`config.mk`:
```
export PLATFORM = sky130hd
export DESIGN_NAME = dsag_top
export DESIGN_NICKNAME = d
export VERILOG_FILES = /design/src/rtl/dsag_pkg.sv /design/src/rtl/dsag_ptr_file.sv /design/src/rtl/dsag_agu.sv /design/src/rtl/dsag_region.sv /design/src/rtl/dsag_top.sv
export SDC_FILE = /design/constraint.sdc
export NUM_CORES = 1
export LEC_CHECK = 0
export ABC_CLOCK_PERIOD_IN_PS = 9150
export BUFFER_PORTS_ARGS = -buffer_cell sky130_fd_sc_hd__buf_2
export CAP_MARGIN = 10
export CORE_AREA = 5 5 134 136
export DETAILED_ROUTE_END_ITERATION = 10
export DIE_AREA = 0 0 139 141
export GPL_TIMING_DRIVEN = 0
export PLACE_DENSITY = 0.55
export SLEW_MARGIN = 0
export SYNTH_ARGS = -nofsm -noshare
export SYNTH_HDL_FRONTEND = slang
export SYNTH_SLANG_ARGS = --single-unit
```
`constraint.sdc`:
```
create_clock -name clk -period 9.15 [get_ports clk]
set_input_delay 1.83 -clock clk [delete_from_list [all_inputs] [get_ports clk]]
set_output_delay 1.83 -clock clk [all_outputs]
set_load 0.03 [all_outputs]
```
`src/rtl/dsag_pkg.sv`:
```
package dsag_pkg;
   localparam int AW = 16;

   localparam logic [2:0] M_DIRECT  = 3'd0;
   localparam logic [2:0] M_IND     = 3'd1;
   localparam logic [2:0] M_DISP    = 3'd2;
   localparam logic [2:0] M_PREDEC  = 3'd3;
   localparam logic [2:0] M_POSTINC = 3'd4;

   localparam logic [1:0] P_X = 2'd0;
   localparam logic [1:0] P_Y = 2'd1;
   localparam logic [1:0] P_Z = 2'd2;

   localparam logic [AW-1:0] IO_BASE   = 16'h0020;
   localparam logic [AW-1:0] SRAM_BASE = 16'h0060;
endpackage

```
`src/rtl/dsag_ptr_file.sv`:
```
module dsag_ptr_file
   import dsag_pkg::*;
#(
   parameter int NPTR     = 3,
   parameter int IDX_BASE = 26
) (
   input  logic               clk,
   input  logic               rst_n,
   input  logic               rf_we,
   input  logic [4:0]         rf_idx,
   input  logic [7:0]         rf_wdata,
   input  logic               wb_en,
   input  logic [1:0]         wb_ptr,
   input  logic [AW-1:0]      wb_val,
   output logic [NPTR*AW-1:0] ptrs
);
   for (genvar g = 0; g < NPTR; g++) begin : g_ptr
      localparam logic [4:0] LO_IDX = 5'(IDX_BASE + 2*g);
      localparam logic [4:0] HI_IDX = 5'(IDX_BASE + 2*g + 1);
      localparam logic [1:0] SEL    = 2'(g);
      logic [AW-1:0] p_q;

      always_ff @(posedge clk or negedge rst_n) begin
         if (!rst_n)
            p_q <= '0;
         else if (wb_en && wb_ptr == SEL)
            p_q <= wb_val;
         else if (rf_we && rf_idx == LO_IDX)
            p_q[7:0] <= rf_wdata;
         else if (rf_we && rf_idx == HI_IDX)
            p_q[15:8] <= rf_wdata;
      end

      assign ptrs[g*AW +: AW] = p_q;
   end
endmodule

```
`src/rtl/dsag_agu.sv`:
```
module dsag_agu
   import dsag_pkg::*;
(
   input  logic [2:0]      cmd_mode,
   input  logic [1:0]      cmd_ptr,
   input  logic [5:0]      cmd_disp,
   input  logic [AW-1:0]   cmd_addr,
   input  logic [3*AW-1:0] ptrs,
   output logic [AW-1:0]   eff,
   output logic            bad,
   output logic            wb_need,
   output logic [AW-1:0]   wb_next
);
   logic [AW-1:0] base;
   logic          ptr_ok;

   always_comb begin
      ptr_ok = (cmd_ptr != 2'd3);
      case (cmd_ptr)
         P_X:     base = ptrs[0*AW +: AW];
         P_Y:     base = ptrs[1*AW +: AW];
         P_Z:     base = ptrs[2*AW +: AW];
         default: base = '0;
      endcase
   end

   always_comb begin
      eff     = '0;
      bad     = 1'b0;
      wb_need = 1'b0;
      wb_next = '0;
      case (cmd_mode)
         M_DIRECT: eff = cmd_addr;
         M_IND: begin
            eff = base;
            bad = !ptr_ok;
         end
         M_DISP: begin
            eff = base + {10'd0, cmd_disp};
            bad = !ptr_ok || (cmd_ptr == P_X);
         end
         M_PREDEC: begin
            eff     = base - 16'd1;
            bad     = !ptr_ok;
            wb_need = 1'b1;
            wb_next = base - 16'd1;
         end
         M_POSTINC: begin
            eff     = base;
            bad     = !ptr_ok;
            wb_need = 1'b1;
            wb_next = base + 16'd1;
         end
         default: bad = 1'b1;
      endcase
   end
endmodule

```
`src/rtl/dsag_region.sv`:
```
module dsag_region
   import dsag_pkg::*;
#(
   parameter int SRAM_BYTES = 128,
   parameter int LOC_W      = $clog2(SRAM_BYTES)
) (
   input  logic             en,
   input  logic [AW-1:0]    eff,
   output logic             sel_rf,
   output logic             sel_io,
   output logic             sel_sram,
   output logic             oor,
   output logic [LOC_W-1:0] loc
);
   localparam logic [AW-1:0] SRAM_LAST = SRAM_BASE + AW'(SRAM_BYTES - 1);

   logic in_rf, in_io, in_sram;
   logic [AW-1:0] off_io, off_sram;

   always_comb begin
      in_rf    = eff < IO_BASE;
      in_io    = !in_rf && (eff < SRAM_BASE);
      in_sram  = (eff >= SRAM_BASE) && (eff <= SRAM_LAST);
      off_io   = eff - IO_BASE;
      off_sram = eff - SRAM_BASE;
      sel_rf   = en && in_rf;
      sel_io   = en && in_io;
      sel_sram = en && in_sram;
      oor      = en && (eff > SRAM_LAST);
      if (in_rf)
         loc = eff[LOC_W-1:0];
      else if (in_io)
         loc = off_io[LOC_W-1:0];
      else if (in_sram)
         loc = off_sram[LOC_W-1:0];
      else
         loc = '0;
   end
endmodule

```
`src/rtl/dsag_top.sv`:
```
module dsag_top
   import dsag_pkg::*;
#(
   parameter int SRAM_BYTES = 128,
   parameter int LOC_W      = $clog2(SRAM_BYTES)
) (
   input  logic             clk,
   input  logic             rst_n,
   input  logic             cmd_valid,
   input  logic [2:0]       cmd_mode,
   input  logic [1:0]       cmd_ptr,
   input  logic [5:0]       cmd_disp,
   input  logic [15:0]      cmd_addr,
   input  logic             rf_we,
   input  logic [4:0]       rf_idx,
   input  logic [7:0]       rf_wdata,
   output logic             req_valid,
   output logic [15:0]      eff_addr,
   output logic             sel_rf,
   output logic             sel_io,
   output logic             sel_sram,
   output logic             out_of_range,
   output logic [LOC_W-1:0] loc_addr,
   output logic             cmd_err,
   output logic             wb_en,
   output logic [1:0]       wb_ptr,
   output logic [15:0]      wb_val
);
   if (SRAM_BYTES != 128 && SRAM_BYTES != 256 && SRAM_BYTES != 512) begin : g_bad_size
      $error("dsag_top: SRAM_BYTES must be 128, 256 or 512");
   end
   if (LOC_W < 7) begin : g_bad_locw
      $error("dsag_top: LOC_W too narrow for the I/O and SRAM offsets");
   end

   logic [3*AW-1:0] ptrs;
   logic            bad, wb_need;
   logic [AW-1:0]   wb_next;

   dsag_ptr_file #(.NPTR(3), .IDX_BASE(26)) u_ptrs (
      .clk(clk), .rst_n(rst_n),
      .rf_we(rf_we), .rf_idx(rf_idx), .rf_wdata(rf_wdata),
      .wb_en(wb_en), .wb_ptr(wb_ptr), .wb_val(wb_val),
      .ptrs(ptrs)
   );

   dsag_agu u_agu (
      .cmd_mode(cmd_mode), .cmd_ptr(cmd_ptr), .cmd_disp(cmd_disp),
      .cmd_addr(cmd_addr), .ptrs(ptrs),
      .eff(eff_addr), .bad(bad), .wb_need(wb_need), .wb_next(wb_next)
   );

   assign req_valid = cmd_valid && !bad;
   assign cmd_err   = cmd_valid && bad;
   assign wb_en     = req_valid && wb_need;
   assign wb_ptr    = cmd_ptr;
   assign wb_val    = wb_next;

   dsag_region #(.SRAM_BYTES(SRAM_BYTES), .LOC_W(LOC_W)) u_region (
      .en(req_valid), .eff(eff_addr),
      .sel_rf(sel_rf), .sel_io(sel_io), .sel_sram(sel_sram),
      .oor(out_of_range), .loc(loc_addr)
   );
endmodule

```
==> flow_summary.ini <==
[global_routing]
top_usage_layer = met2
grtUsageMet2_pct = 28.9
grtUsageMet1_pct = 25.5
grt_pass1_vias = 5264
overflow = 0
antenna_found_initial = 0
grtUsageMet3_pct = 3.02
grt_usage_pct = 18.1
grt_pass1_wl_um = 29100
grt_max_degree = 49

[final_layout]
layout-drive-gt1-share_pct = 21.0
area_delta_synth_final_pct = 18.8
nets = 796
reg.largest.list = u_ptrs.g_ptr.p_q (48)
top_register = u_ptrs.g_ptr.p_q
antennaDiodeCount = 0
fill_cells = 1879
largest_reg_flops = 48

[power_and_ir_drop]
vdd_drop_max_v = 0.0000790
power.density_mw_per_mm2 = 172
power.total_uw = 1000
p_leak_uw = 0.00260

[clock_tree]
cts.sinks = 48
cts_buffers = 5
postCtsHoldBufs = 0
cts-root-buf = clkbuf_16
path_clk_slew_ns = 0.06
clk_latency_ns = 0.29
clock_path_buffers = 2
htree_levels = 2
cts_tree = built

[detailed_routing]
final_antenna_net_count = 0
totalWireLength_um = 18300
vias = 5350
avgViaCountPerCell = 5.56
drt_iter0_markers = 586
drc = 0
first_pass_iters = 5
post_drt_wl_per_cell_um = 19.1

[die]
start_util_pct = 29.1
coreArea_mm2 = 0.0168
die_x_um = 139
dieArea_mm2 = 0.0196
num_io_pins = 92
die_h_um = 141
rows = 48

[timing]
fin_hold_ws_ns = 0.586
setup_viol = 0
hold_violations = 0
slew_headroom_pct = 17.2
slew_viol_final = 0
period_needed_ns = 8.83
skew_ns = 0.00617
finalCritPeriodShare_pct = 96.5
fmax_mhz = 113
tightest_slew_ns = 1.24

[worst_setup_path]
worstPathRequired_ns = 7.32
worst_ep_arrival_time_ns = 7.00
worst-r2r-cell-count = 7
r2r_setup_slack_ns = 5.48
regToRegEndpoint = u_ptrs.g_ptr[2].p_q[13]$_DFFE_PN0P_
cp_max_fo = 10
critPathLaunchType = input port
worstSetupStartpoint = cmd_ptr[0]
r2r_start = u_ptrs.g_ptr[2].p_q[6]$_DFFE_PN0P_
endpoint_kind = primary output
crit_type = input port to primary output

[synthesis]
synth_seq_cells = 48
async_flop_share_pct = 100
synth_cell_types = 65
syn_inst = 639
netlist_area_mm2 = 0.00489
ys_seq_area_share_pct = 24.5
syn_area_per_cell_um2 = 7.66
yosysWarnings = 0
ys.flop_type = dfrtp_1
synth_edf_count = 0
syn_nets = 699

[worst_hold_path]
hold_path.class = flop to flop
holdPathStages = 2
hold_end = u_ptrs.g_ptr[0].p_q[4]$_DFFE_PN0P_
worstHoldStart = u_ptrs.g_ptr[0].p_q[4]$_DFFE_PN0P_

[placed_design]
portBuffers = 89
globalplace.congestion = 0.885
hpwlAfterDp_um = 13900

[run_status]
status = complete, no violations

[run]
maxCapViolCount = 0
per-stage QoR:
step / area (µm²) / utilization (%) / TNS [ns] / cells / worst slack (ns)
finish: 5810 / 34.6 / 0 / 962 / 0.318
global route: 5810 / 34.6 / -0.00864 / 962 / -0.00864
CTS: 5790 / 34.4 / 0 / 961 / 0.000945
detailed placement: 5630 / 33.5 / -4.94 / 954 / -0.525
global placement: 5620 / 33.4 / -5.95 / 953 / -0.616
floorplan: 4890 / - / 0 / 639 / 0.258
layout by cell type (no fill, tap or decap), types with 6 or more instances in the layout:
cell type	count
and2_1	6
nand4_1	12
a21boi_0	7
xor2_1	7
nor4_1	7
mux2i_1	23
nand2_1	62
nand2b_1	10
nor2_1	67
o31ai_1	6
nand3_1	16
xnor2_1	17
nor3_1	24
mux2_2	29
ha_1	14
buf_2	92
clkbuf_1	33
a21oi_1	51
dfrtp_1	48
o21ai_0	38
inv_1	32
buf_4	6
a222oi_1	16
final cells by class:
| class | instances | area [µm²] | share of cell area, % |
|---|---|---|---|
| multi-input cells | 509 | 3370 | 58.0 |
| well taps | 225 | 282 | 4.84 |
| repair buffers | 94 | 480 | 8.26 |
| flip-flops and latches | 48 | 1200 | 20.7 |
| plain buffers | 44 | 205 | 3.53 |
| clock buffers | 8 | 146 | 2.52 |
| inverters | 34 | 128 | 2.19 |
power breakdown:
part,switching [µW],internal [µW]
clock network,75.9,109
logic,325,191
registers,29.7,270
routing by layer:
layer  wire length (µm)  part of all wire, %
met5                  0                    0
met4                353                  1.9
met3               1190                  6.5
met2               8210                   45
met1               8570                   47
worst max-delay path by stage:
stage             endpoint  slack [ns]  depth (start not counted)
2_1_floorplan  loc_addr[0]        0.26                         20
3_3_place_gp        sel_io       -0.62                         19
3_5_place_dp        sel_io       -0.53                         19
4_1_cts             sel_io      0.0009                         19
5_1_grt             sel_rf      -0.009                         21
6_report            sel_io        0.32                         21
cells by family (layout without fill, tap and decap cells):
logic type	count (synthesis)	count (layout)	share of synthesized area [%]
AO/OA/AOI/OAI	181	181	25.0
XOR/XNOR	24	24	4.29
adder cells (fa/ha/maj)	16	16	4.24
buffers and inverters	82	180	6.90
flip-flops	48	48	24.5
multiplexers	52	52	11.4
AND/OR/NAND/NOR	236	236	23.6
critical path, cell delays in order:
cell	delay, ns
buf_2	0.13
inv_1	0.09
ha_2	0.33
clkbuf_4	0.29
a222oi_1	0.15
or2_2	0.30
clkbuf_1	0.19
inv_1	0.18
ha_1	0.20
inv_1	0.05
fa_1	0.39
nand2b_1	0.19
a21oi_2	0.28
o311ai_0	0.20
xnor2_1	0.19
a211o_1	0.32
or4_1	0.53
or4_4	0.53
buf_6	0.16
nor4_2	0.22
buf_2	0.23
repair_timing:
action                                  4_1_cts  5_1_grt
endpoints found under the setup margin       11       11
setup buffers                                 2        2
pin swaps                                     2        1
resized for setup                             4        9
cell usage after synthesis (6+ instances only):
cell type / instances / area, µm²
o21ai_0: 38 / 190
mux2_2: 29 / 327
clkbuf_1: 39 / 146
a222oi_1: 16 / 160
and2_1: 6 / 37.5
a21oi_1: 52 / 260
nor2_1: 67 / 251
nand2_1: 62 / 233
ha_1: 15 / 188
o31ai_1: 7 / 52.6
a21boi_0: 7 / 52.6
xnor2_1: 17 / 149
nand4_1: 12 / 75.1
inv_1: 32 / 120
xor2_1: 7 / 61.3
mux2i_1: 23 / 230
nor4_1: 7 / 43.8
nand2b_1: 10 / 62.6
nand3_1: 16 / 80.1
nor3_1: 25 / 125
dfrtp_1: 48 / 1200
Note: power is estimated with default switching activity, not from simulation.
